$ cat config.mk
export PLATFORM = sky130hd
export DESIGN_NAME = dfe_spec_pd
export DESIGN_NICKNAME = d
export VERILOG_FILES = /design/src/rtl/dfe_spec_pd.sv
export SDC_FILE = /design/constraint.sdc
export NUM_CORES = 1
export LEC_CHECK = 0
export BUFFER_PORTS_ARGS = -buffer_cell sky130_fd_sc_hd__buf_4
export CAP_MARGIN = 20
export CORE_UTILIZATION = 50
export CTS_CLUSTER_DIAMETER = 80
export CTS_CLUSTER_SIZE = 12
export DETAILED_ROUTE_END_ITERATION = 16
export HOLD_SLACK_MARGIN = 0.15
export PLACE_DENSITY_LB_ADDON = 0.15
export SYNTH_ARGS = -nofsm -noshare
export SYNTH_HDL_FRONTEND = slang
export SYNTH_SLANG_ARGS = --single-unit
$ cat constraint.sdc
create_clock -name clk -period 3.51 [get_ports clk]
set_clock_uncertainty 0.2 [all_clocks]
set_input_delay 0.1755 -clock clk [delete_from_list [all_inputs] [get_ports clk]]
set_output_delay 0.1755 -clock clk [all_outputs]
set_load 0.01 [all_outputs]
$ cat src/rtl/dfe_spec_pd.sv
module dfe_spec_pd #(
  parameter int PW = 8
) (
  input  logic          clk,
  input  logic          rst_n,
  input  logic          clr,
  input  logic          in_valid,
  input  logic          cmp_hi,
  input  logic          cmp_lo,
  output logic          bit_valid,
  output logic          bit_out,
  output logic          early,
  output logic          late,
  output logic [PW-1:0] phase_code
);
  localparam logic signed [PW-1:0] PMAX = {1'b0, {(PW-1){1'b1}}};
  localparam logic signed [PW-1:0] PMIN = {1'b1, {(PW-1){1'b0}}};

  logic [1:0] hist;
  logic [1:0] fill;
  logic signed [PW-1:0] phase_q;

  wire dec    = hist[0] ? cmp_hi : cmp_lo;
  wire [2:0] win = {hist, dec};
  wire armed  = in_valid && !clr && (fill == 2'd2);
  wire p100   = armed && (win == 3'b100);
  wire p011   = armed && (win == 3'b011);
  wire v_early = (p100 && !cmp_hi) || (p011 && cmp_lo);
  wire v_late  = (p100 && cmp_hi) || (p011 && !cmp_lo);

  assign phase_code = phase_q;

  always_ff @(posedge clk or negedge rst_n) begin
    if (!rst_n) begin
      hist      <= '0;
      fill      <= '0;
      phase_q   <= '0;
      bit_valid <= 1'b0;
      bit_out   <= 1'b0;
      early     <= 1'b0;
      late      <= 1'b0;
    end else if (clr) begin
      hist      <= '0;
      fill      <= '0;
      phase_q   <= '0;
      bit_valid <= 1'b0;
      early     <= 1'b0;
      late      <= 1'b0;
    end else begin
      bit_valid <= in_valid;
      early     <= v_early;
      late      <= v_late;
      if (in_valid) begin
        bit_out <= dec;
        hist    <= {hist[0], dec};
        if (fill != 2'd2) fill <= fill + 2'd1;
      end
      if (v_early && phase_q != PMIN) phase_q <= phase_q - PW'(1);
      else if (v_late && phase_q != PMAX) phase_q <= phase_q + PW'(1);
    end
  end


  strobe_excl_chk: assert property (@(posedge clk) disable iff (!rst_n)
    !(early && late));


  strobe_valid_chk: assert property (@(posedge clk) disable iff (!rst_n)
    (early || late) |-> bit_valid);


  latency_chk: assert property (@(posedge clk) disable iff (!rst_n)
    bit_valid == $past(in_valid && !clr));


  dec_step_chk: assert property (@(posedge clk) disable iff (!rst_n)
    (early && $past(phase_q) != PMIN) |-> phase_q == $past(phase_q) - PW'(1));


  inc_step_chk: assert property (@(posedge clk) disable iff (!rst_n)
    (late && $past(phase_q) != PMAX) |-> phase_q == $past(phase_q) + PW'(1));


  floor_chk: assert property (@(posedge clk) disable iff (!rst_n)
    (early && $past(phase_q) == PMIN) |-> phase_q == PMIN);


  ceil_chk: assert property (@(posedge clk) disable iff (!rst_n)
    (late && $past(phase_q) == PMAX) |-> phase_q == PMAX);


  hold_chk: assert property (@(posedge clk) disable iff (!rst_n)
    (!early && !late && !$past(clr)) |-> $stable(phase_q));


  clear_chk: assert property (@(posedge clk) disable iff (!rst_n)
    $past(clr) |-> (phase_q == '0 && !bit_valid && !early && !late));
endmodule

After elaboration in Yosys (flattened, before gate mapping). Cells that the tools add are included.

Word-level logic and storage cells: 49. Bits in registers: 16.

Bitwise operators: 1. Muxes and demuxes: 12. Add/subtract/negate cells: 3. Reduce and logical (&&, ||, !) cells: 20. Eq/ne operators: 6.

Operators with widths (number): 2-to-1 mux 8 bit (3); inequality test 8 bit, second input constant (2); logical AND 1 bit (10); 2-to-1 mux 2 bit (5); adder 8 x 2 -> 8 bit, second input constant (1); subtractor 8 x 2 -> 8 bit, second input constant (1); 2-to-1 mux 1 bit (4); AND reduction 2 bit (2); nonzero test 2 bit (2); == test 3 x 2 -> 1 bit, second input constant (1); == test 3 bit, second input constant (1); logical NOT 1 bit (3); nonzero test 3 bit (1); adder 2 x 1 -> 2 bit, second input constant (1); == test 2 bit, second input constant (1); logical OR 1 bit (2); inequality test 2 bit, second input constant (1); inverter 1 bit (1).

Logic depth before layout (Yosys ltp). Gate-level depths: netlist of run 1.

Depth after elaboration: 10. Depth in mapped cells: 11.

Worst setup path after synthesis of run 1. No wires, ideal clock.

Path type: flip-flop to flip-flop. From: reg hist[0]. To: reg phase_q[7], in the netlist phase_code[7]. Arrival time: 2595 ps. Path slack: 636 ps. Period minus slack after synthesis: 2874 ps. Stages on the path, launching flop included: 10. Cells stage by stage: dfrtp_1 nor4b_1 o21ai_0 nor2_1 ha_1 a211oi_1 nor2_1 o21ai_0 mux2i_1 mux2i_1.

Cells in the longest elaborated chain, start to end: 8. Elaborated cells on any way between the ends: 16. Classes of those cells: eq/ne: 2; mux: 3; reduce/logical: 11.

RTL lines: from (decl) (RTL line 19) `logic [1:0] hist;`; from (signal assigned) (RTL line 55) `hist <= {hist[0], dec};`; 2-to-1 mux 1 bit (RTL line 23) `wire dec = hist[0] ? cmp_hi : cmp_lo;`; == test 3 bit or == test 3 x 2 -> 1 bit (tied branches) (RTL line 26, 27); logical AND 1 bit (on tied branches) (RTL line 26, 27); logical AND 1 bit (RTL line 28) `wire v_early = (p100 && !cmp_hi) || (p011 && cmp_lo);`; logical OR 1 bit (RTL line 28); logical AND 1 bit (RTL line 58) `if (v_early && phase_q != PMIN) phase_q <= phase_q - PW'(1);`; 2-to-1 mux 8 bit (RTL line 58); 2-to-1 mux 8 bit (RTL line 42) `end else if (clr) begin`; to (signal assigned) (RTL line 58); to (signal assigned) (RTL line 59) `else if (v_late && phase_q != PMAX) phase_q <= phase_q + PW'(1);`; to (decl) (RTL line 21) `logic signed [PW-1:0] phase_q;`.

Parallel ways exist; a longest one is shown, timed or not. A chain may end at the register's enable or synchronous reset.

Worst setup path in the final report of run 1.
From: in cmp_hi. To: reg phase_q[7], in the netlist phase_code[7].

Cells in the longest elaborated chain, start to end: 8. Elaborated cells on any way between the ends: 17. Classes of those cells: eq/ne: 2; mux: 3; reduce/logical: 12.

RTL lines: from (decl) (RTL line 8) `input logic cmp_hi,`; 2-to-1 mux 1 bit (RTL line 23); == test 3 bit or == test 3 x 2 -> 1 bit (tied branches) (RTL line 26, 27); logical AND 1 bit (on tied branches) (RTL line 26, 27); logical AND 1 bit (RTL line 28); logical OR 1 bit (RTL line 28); logical AND 1 bit (RTL line 58); 2-to-1 mux 8 bit (RTL line 58); 2-to-1 mux 8 bit (RTL line 42).

Parallel ways exist; a longest one is shown, timed or not.

==> metrics.md, run 1 <==
| Metric | Value |
|---|---|
| Final WL | `2170 um` |
| Final GP Congestion | `0.886` |
| Initial antenna violation count | `0` |
| DRT antenna net count | `0` |
| Clock power frac | `32.7%` |
| DRC | `0` |
| Detailed-route via count | `925` |
| Layout Nets | `154` |
| Sequential area share after synthesis | `38.0%` |
| Clk sinks | `16` |
| # fillers | `158` |
| EDFF count, synth | `0` |
| Ys async rst share | `100%` |
| Register Area | `400 um2` |
| P_int | `276 uW` |
| Mapped cell area | `1050 um2` |
| Yosys reg bits | `16` |
| DR pass1 iterations | `4` |
| Tmin final | `2.99 ns` |
| CP max FO | `11` |
| Max Slew Vio Count | `0` |
| ANT cells | `0` |
| Placed Area | `1220 um2` |
| Die footprint | `2290 um2` |
| Clock root buffer master | `clkbuf_4` |
| Worst-path cell chain | `dlygate4sd3_1 -> buf_4 -> nor4b_1 -> o21ai_0 -> nor2_1 -> buf_4 -> ha_1 -> a211oi_1 -> nor2_1 -> o21ai_0 -> mux2i_1 -> mux2i_1` |
| Predominant post-synthesis flop cell | `dfrtp_1` |
| # Post-CTS Setup Buffers | `0` |
| Switch share | `21.7%` |
| Final hold violation count | `0` |
| Relative slew slack | `53.9%` |
| Power Dens Cells | `264 nW/um2` |
| Ports | `18` |
| # setup viols final | `0` |
| Peak supply drop | `0.327 mV` |
| Comb power frac | `12.1%` |
| Worst-Margin Slew | `0.689 ns` |
| Worst skew pair latency | `0.28 ns` |
| First-pass GRT wire length | `3570 um` |
| Syn_nets | `124` |
| Wire per inst | `13.0 um` |
| Sequential power share | `55.2%` |
| Layout Utilization | `68.0%` |
| Pleak | `0.000671 uW` |
| Hold slack | `0.334 ns` |
| CTS tree | `done` |
| CP peak stage delay | `0.54 ns` |
| Initial DRC Count | `12` |
| Mapped Cells | `110` |
| Final Cell Area | `1330 um2` |
| Area occupied by multi-input gates | `633 um2` |
| Area Overhead vs Synth | `26.8%` |
| Rows | `16` |
| Die Ht | `47.9 um` |
| H-tree levels | `1` |
| Ys Warns | `0` |
| Port Buf Inserts | `17` |
| Crit path launch type | `input port` |
| Hpwl dp | `1590 um` |
| Initial cell density of the core | `53.6%` |
| Vias per std cell | `5.57` |
| Core area | `1960 um2` |
| Tcrit/Tclk final | `85.1%` |
| Total CTS buffers | `3` |
| Status | `complete, no violations` |
| Vias in the first global route | `825` |
| Sw Pwr | `76.3 uW` |
| Worst EP arrival | `2.99 ns` |
| Worst path required time | `3.51 ns` |
| Setup CP Type | `input port to register` |
| Share of cells above drive strength 1 | `18.7%` |
| Clock transition at the registers of the reported paths | `0.09 ns` |
| CP Capture Type | `register` |
| GRT Total Usage | `22.2%` |
| Distinct cells, synth | `33` |
| Grt total ovfl | `0` |
| Worst min path class | `register to register` |
| Die width | `47.9 um` |
| Power, Total | `352 uW` |
| CTS max path bufs | `2` |
| TNS Setup | `0 ns` |
| Maximum Capacitance Violations | `0` |
| Fmax | `335 MHz` |
| Unrepaired setup endpoints after global routing | `no` |
| Max stage delay cell, worst path | `dlygate4sd3_1` |
| Post-Syn Area per Cell | `9.57 um2` |
| Largest net degree at the start of global routing | `17` |
-- metal layers --
metal  GRT usage [%]  share of wire [%]  vias to the layer above
li1                -                  -                      464
met4            3.89               0.51                        0
met3            6.04                4.1                        2
met5               0                  0                        -
met1            29.8                 49                      434
met2            36.2                 46                       25
-- worst max-delay path, delay by kind of cell --
family	cells	cell delay (ns)
AND/OR/NAND/NOR	3	0.54
buffers and inverters	3	0.88
AO/OA/AOI/OAI	3	0.68
multiplexers	2	0.46
adder cells (fa/ha/maj)	1	0.26
-- final cells by class --
type,count,share of cell area (%)
multi-input combinational,89,47.5
sequential,16,30.0
timing repair buffer,26,16.1
clock buffer,4,2.72
tap,27,2.53
inverter,4,1.13
-- layout by cell type (no fill, tap or decap), types with 2 or more instances in the layout --
| cell | count |
|---|---|
| buf_4 | 18 |
| nor2_1 | 17 |
| dfrtp_1 | 16 |
| a21oi_1 | 8 |
| dlygate4sd3_1 | 8 |
| o21ai_0 | 7 |
| mux2i_1 | 7 |
| ha_1 | 7 |
| nand2_1 | 6 |
| inv_1 | 4 |
| xnor2_1 | 4 |
| a211oi_1 | 4 |
| and4b_1 | 3 |
| nor2b_1 | 3 |
| clkbuf_4 | 3 |
| nand2b_1 | 2 |
| or3b_1 | 2 |
| nor3_1 | 2 |
-- cell usage after synthesis (2+ instances only) --
cell type  count  share of area [%]
dfrtp_1       16                 38
nand2_1        6                2.1
nor2b_1        3                1.8
nor2_1        17                6.1
mux2i_1        7                6.7
a211oi_1       4                2.9
inv_1          4                1.4
a21oi_1        8                3.8
nand2b_1       2                1.2
o21ai_0        7                3.3
ha_1           7                8.3
nor3_1         2               0.95
and4b_1        3                2.9
xnor2_1        4                3.3
or3b_1         2                1.7
-- per-stage QoR --
step                setup slack (ns)  std cells
detailed placement             0.629        154
global route                   0.237        166
global placement               0.697        154
finish                         0.523        166
CTS                            0.535        166
floorplan                      0.636        110
-- power groups by stage --
stage,sequential (uW),combinational [uW],clock (uW)
final,194,42.7,115
after global routing,195,50.3,127
after CTS,194,42.8,121
after detailed placement,198,35.2,0
after floorplan,199,17.9,0
after global placement,198,34.7,0
-- final timing paths --
kind,start,to,slack [ns],cells after the start
worst max-delay path,cmp_hi,phase_code[7]$_DFFE_PN0P_,0.52,12
worst min-delay path,fill[1]$_DFFE_PN0P_,fill[1]$_DFFE_PN0P_,0.33,2
worst max register to register,hist[0]$_DFFE_PN0P_,phase_code[7]$_DFFE_PN0P_,0.60,10
worst min register to register,fill[1]$_DFFE_PN0P_,fill[1]$_DFFE_PN0P_,0.33,2
max in group asynchronous,rst_n,phase_code[7]$_DFFE_PN0P_,1.86,3
min in group asynchronous,rst_n,phase_code[4]$_DFFE_PN0P_,0.81,3
-- registers in the layout (all words and copies together) (netlist names) --
| name | count |
|---|---|
| late | 1 |
| early | 1 |
| bit_out | 1 |
| hist | 2 |
| phase_code | 8 |
| fill | 2 |
| bit_valid | 1 |
-- cell families after synthesis --
group | synth area share (%)
compound gates | 16.8
xor+xnor | 4.16
fa+ha+maj | 10.2
buf+inv | 1.78
flops | 38.0
mux | 6.66
simple gates | 22.4
-- repair_timing --
action	in CTS	in global routing
hold buffers	8	0
hold endpoints to repair	31	0
resized for setup	0	0
No activity file was read; power rests on OpenSTA's default activity.
==> run 2, diff against run 1 <==
--- a/config.mk
+++ b/config.mk
@@ -7,7 +7,7 @@
 export LEC_CHECK = 0
 export BUFFER_PORTS_ARGS = -buffer_cell sky130_fd_sc_hd__buf_4
 export CAP_MARGIN = 20
-export CORE_UTILIZATION = 50
+export CORE_UTILIZATION = 40
 export CTS_CLUSTER_DIAMETER = 80
 export CTS_CLUSTER_SIZE = 12
 export DETAILED_ROUTE_END_ITERATION = 16
==> run 2 against run 1 <==
- register-to-register slack worse by 0.03 ns
- global-route usage is 4.0 points lower
- sequential share of layout area is 0.46 points higher
- final cell count is 0.60% higher
==> metrics.md, run 2 (synthesis gave the netlist of run 1 again) <==
| Metric | Value |
|---|---|
| Hold Path Depth | `2 (unchanged)` |
| Wire per inst | `13.1 um (was 13.0 um)` |
| Pre-CTS setup slack | `0.616 ns (was 0.629 ns)` |
| Maximum Capacitance Violations | `0 (unchanged)` |
| Setup ws final | `0.517 ns (was 0.523 ns)` |
| # setup viols final | `0 (unchanged)` |
| Pleak | `0.000657 uW (was 0.000671 uW)` |
| CP max FO | `11 (unchanged)` |
| Die footprint | `2840 um2 (was 2290 um2)` |
| Power Dens Cells | `251 nW/um2 (was 264 nW/um2)` |
| Placed Area | `1220 um2 (about the same)` |
| Worst path required time | `3.52 ns (was 3.51 ns)` |
| Setup CP Type | `input port to register (unchanged)` |
| Peak supply drop | `0.203 mV (was 0.327 mV)` |
| Worst-Margin Slew | `0.740 ns (was 0.689 ns)` |
| Clock transition at the registers of the reported paths | `0.09 ns (about the same)` |
| Max FFs per register | `8 (unchanged)` |
| Hold slack | `0.340 ns (was 0.334 ns)` |
| GRT met3 Usage | `6.03% (was 6.04%)` |
| Final WL | `2190 um (was 2170 um)` |
| Die width | `53.3 um (was 47.9 um)` |
| Max stage delay cell, worst path | `dlygate4sd3_1 (unchanged)` |
| TNS Setup | `0 ns (unchanged)` |
| Clk sinks | `16 (unchanged)` |
| Reg-to-reg setup timing slack | `0.57 ns (was 0.60 ns)` |
| Layout Nets | `153 (was 154)` |
| Rows | `18 (was 16)` |
| Share of cells above drive strength 1 | `18.2% (was 18.7%)` |
| Port Buf Inserts | `17 (unchanged)` |
| Initial antenna violation count | `0 (unchanged)` |
| Reg-to-Reg Start | `hist[0]$_DFFE_PN0P_ (unchanged)` |
| CP peak stage delay | `0.53 ns (was 0.54 ns)` |
| CTS max path bufs | `2 (unchanged)` |
| First-pass GRT wire length | `3720 um (was 3570 um)` |
| Largest net degree at the start of global routing | `17 (unchanged)` |
| Worst r2r dst | `phase_code[7]$_DFFE_PN0P_ (unchanged)` |
| Initial cell density of the core | `42.5% (was 53.6%)` |
| ANT cells | `0 (unchanged)` |
| Grt total ovfl | `0 (unchanged)` |
| DRC | `0 (unchanged)` |
| R2R cell count | `10 (unchanged)` |
| Met2 Use GR | `28.7% (was 36.2%)` |
| Clock root buffer master | `clkbuf_4 (unchanged)` |
| DRT antenna net count | `0 (unchanged)` |
| Total CTS buffers | `3 (unchanged)` |
| Final hold violation count | `0 (unchanged)` |
| Tcrit/Tclk final | `85.3% (was 85.1%)` |
| Die Ht | `53.3 um (was 47.9 um)` |
| Initial DRC Count | `8 (was 12)` |
| Worst skew pair latency | `0.28 ns (about the same)` |
| Fmax | `334 MHz (was 335 MHz)` |
| Max Slew Vio Count | `0 (unchanged)` |
| Ports | `18 (unchanged)` |
| DR pass1 iterations | `4 (unchanged)` |
| Met1 usage | `24.1% (was 29.8%)` |
| Hold Crit Start | `fill[1]$_DFFE_PN0P_ (unchanged)` |
| Crit path launch type | `input port (unchanged)` |
| Most frequent cells in the layout | `18 x buf_4, 17 x nor2_1, 16 x dfrtp_1 (unchanged)` |
| Status | `complete, no violations (unchanged)` |
| Final GP Congestion | `0.819 (was 0.886)` |
| Worst EP arrival | `3.00 ns (was 2.99 ns)` |
| CP Capture Type | `register (unchanged)` |
| H-tree levels | `1 (unchanged)` |
| Unrepaired setup endpoints after global routing | `no (unchanged)` |
| # Post-CTS Setup Buffers | `0 (unchanged)` |
| Vias per std cell | `5.38 (was 5.57)` |
| Tmin final | `2.99 ns (about the same)` |
| CP most frequent cell | `o21ai_0` |
| Post-CTS Hold Fix Bufs | `7 (was 8)` |
| Worst-path cell chain | `dlygate4sd3_1 -> buf_4 -> and4b_1 -> o21ai_0 -> nor2_1 -> buf_4 -> ha_1 -> o21ai_0 -> nor2_1 -> o21ai_0 -> mux2i_1 -> mux2i_1 (was dlygate4sd3_1 -> buf_4 -> nor4b_1 -> o21ai_0 -> nor2_1 -> buf_4 -> ha_1 -> a211oi_1 -> nor2_1 -> o21ai_0 -> mux2i_1 -> mux2i_1)` |
| Most common cell after layout, fill and taps aside | `buf_4 (unchanged)` |
| Worst min path class | `register to register (unchanged)` |
| Gr busiest metal | `met2 (unchanged)` |
| Hpwl dp | `1590 um (about the same)` |
| Final Cell Area | `1310 um2 (was 1330 um2)` |
| CTS tree | `done (unchanged)` |
| GRT Total Usage | `18.1% (was 22.2%)` |
| End point of the worst hold path | `fill[1]$_DFFE_PN0P_ (unchanged)` |
| Post-CTS Resized | `0 (unchanged)` |
| Area Overhead vs Synth | `24.9% (was 26.8%)` |
| Core area | `2480 um2 (was 1960 um2)` |
| Vias in the first global route | `831 (was 825)` |
| Relative slew slack | `50.5% (was 53.9%)` |
| Detailed-route via count | `899 (was 925)` |
[run 2: metal layers]
metal / routed length [um] / up-vias
li1: - / 464
met1: 1110 / 410
met2: 957 / 23
met3: 110 / 2
met4: 9 / 0
met5: 0 / -
[run 2: critical path: cells and delay by family]
kind	cells	cell delay (ns)
adder cells (fa/ha/maj)	1	0.34
AND/OR/NAND/NOR	3	0.37
buffers and inverters	3	0.86
AO/OA/AOI/OAI	3	0.80
multiplexers	2	0.45
[run 2: through the flow]
stage / total power [uW] / utilization, % / std cells
after floorplan: 217 / - / 110
after global placement: 233 / 49.3 / 157
after detailed placement: 234 / 49.3 / 157
after CTS: 337 / 53.0 / 167
after global routing: 354 / 53.0 / 167
final: 330 / 53.0 / 167
[run 2: layout make-up]
cell class / count / area (um2)
multi-input cells: 89 / 633
flip-flops and latches: 16 / 400
clock buffers: 3 / 22.5
inverters: 4 / 15.0
repair buffers: 25 / 205
well taps: 30 / 37.5
fillers: 235 / 1160
[run 2: report_power, final]
| part | switching (uW) | internal (uW) | total (uW) |
|---|---|---|---|
| registers | 3.96 | 190 | 194 |
| logic | 20.5 | 21.3 | 41.8 |
| clock network | 54.0 | 39.8 | 93.9 |
| total | 78.5 | 252 | 330 |
[run 2: worst max-delay path by stage]
stage / startpoint / to / slack, ns / cells past startpoint
4_1_cts: cmp_lo / phase_code[7]$_DFFE_PN0P_ / 0.52 / 12
2_1_floorplan: hist[0]$_DFFE_PN0P_ / phase_code[7]$_DFFE_PN0P_ / 0.64 / 9
6_report: cmp_lo / phase_code[7]$_DFFE_PN0P_ / 0.52 / 12
3_3_place_gp: hist[0]$_DFFE_PN0P_ / phase_code[7]$_DFFE_PN0P_ / 0.66 / 10
3_5_place_dp: hist[0]$_DFFE_PN0P_ / phase_code[7]$_DFFE_PN0P_ / 0.62 / 10
5_1_grt: phase_code[0]$_DFFE_PN0P_ / phase_code[7]$_DFFE_PN0P_ / 0.33 / 10
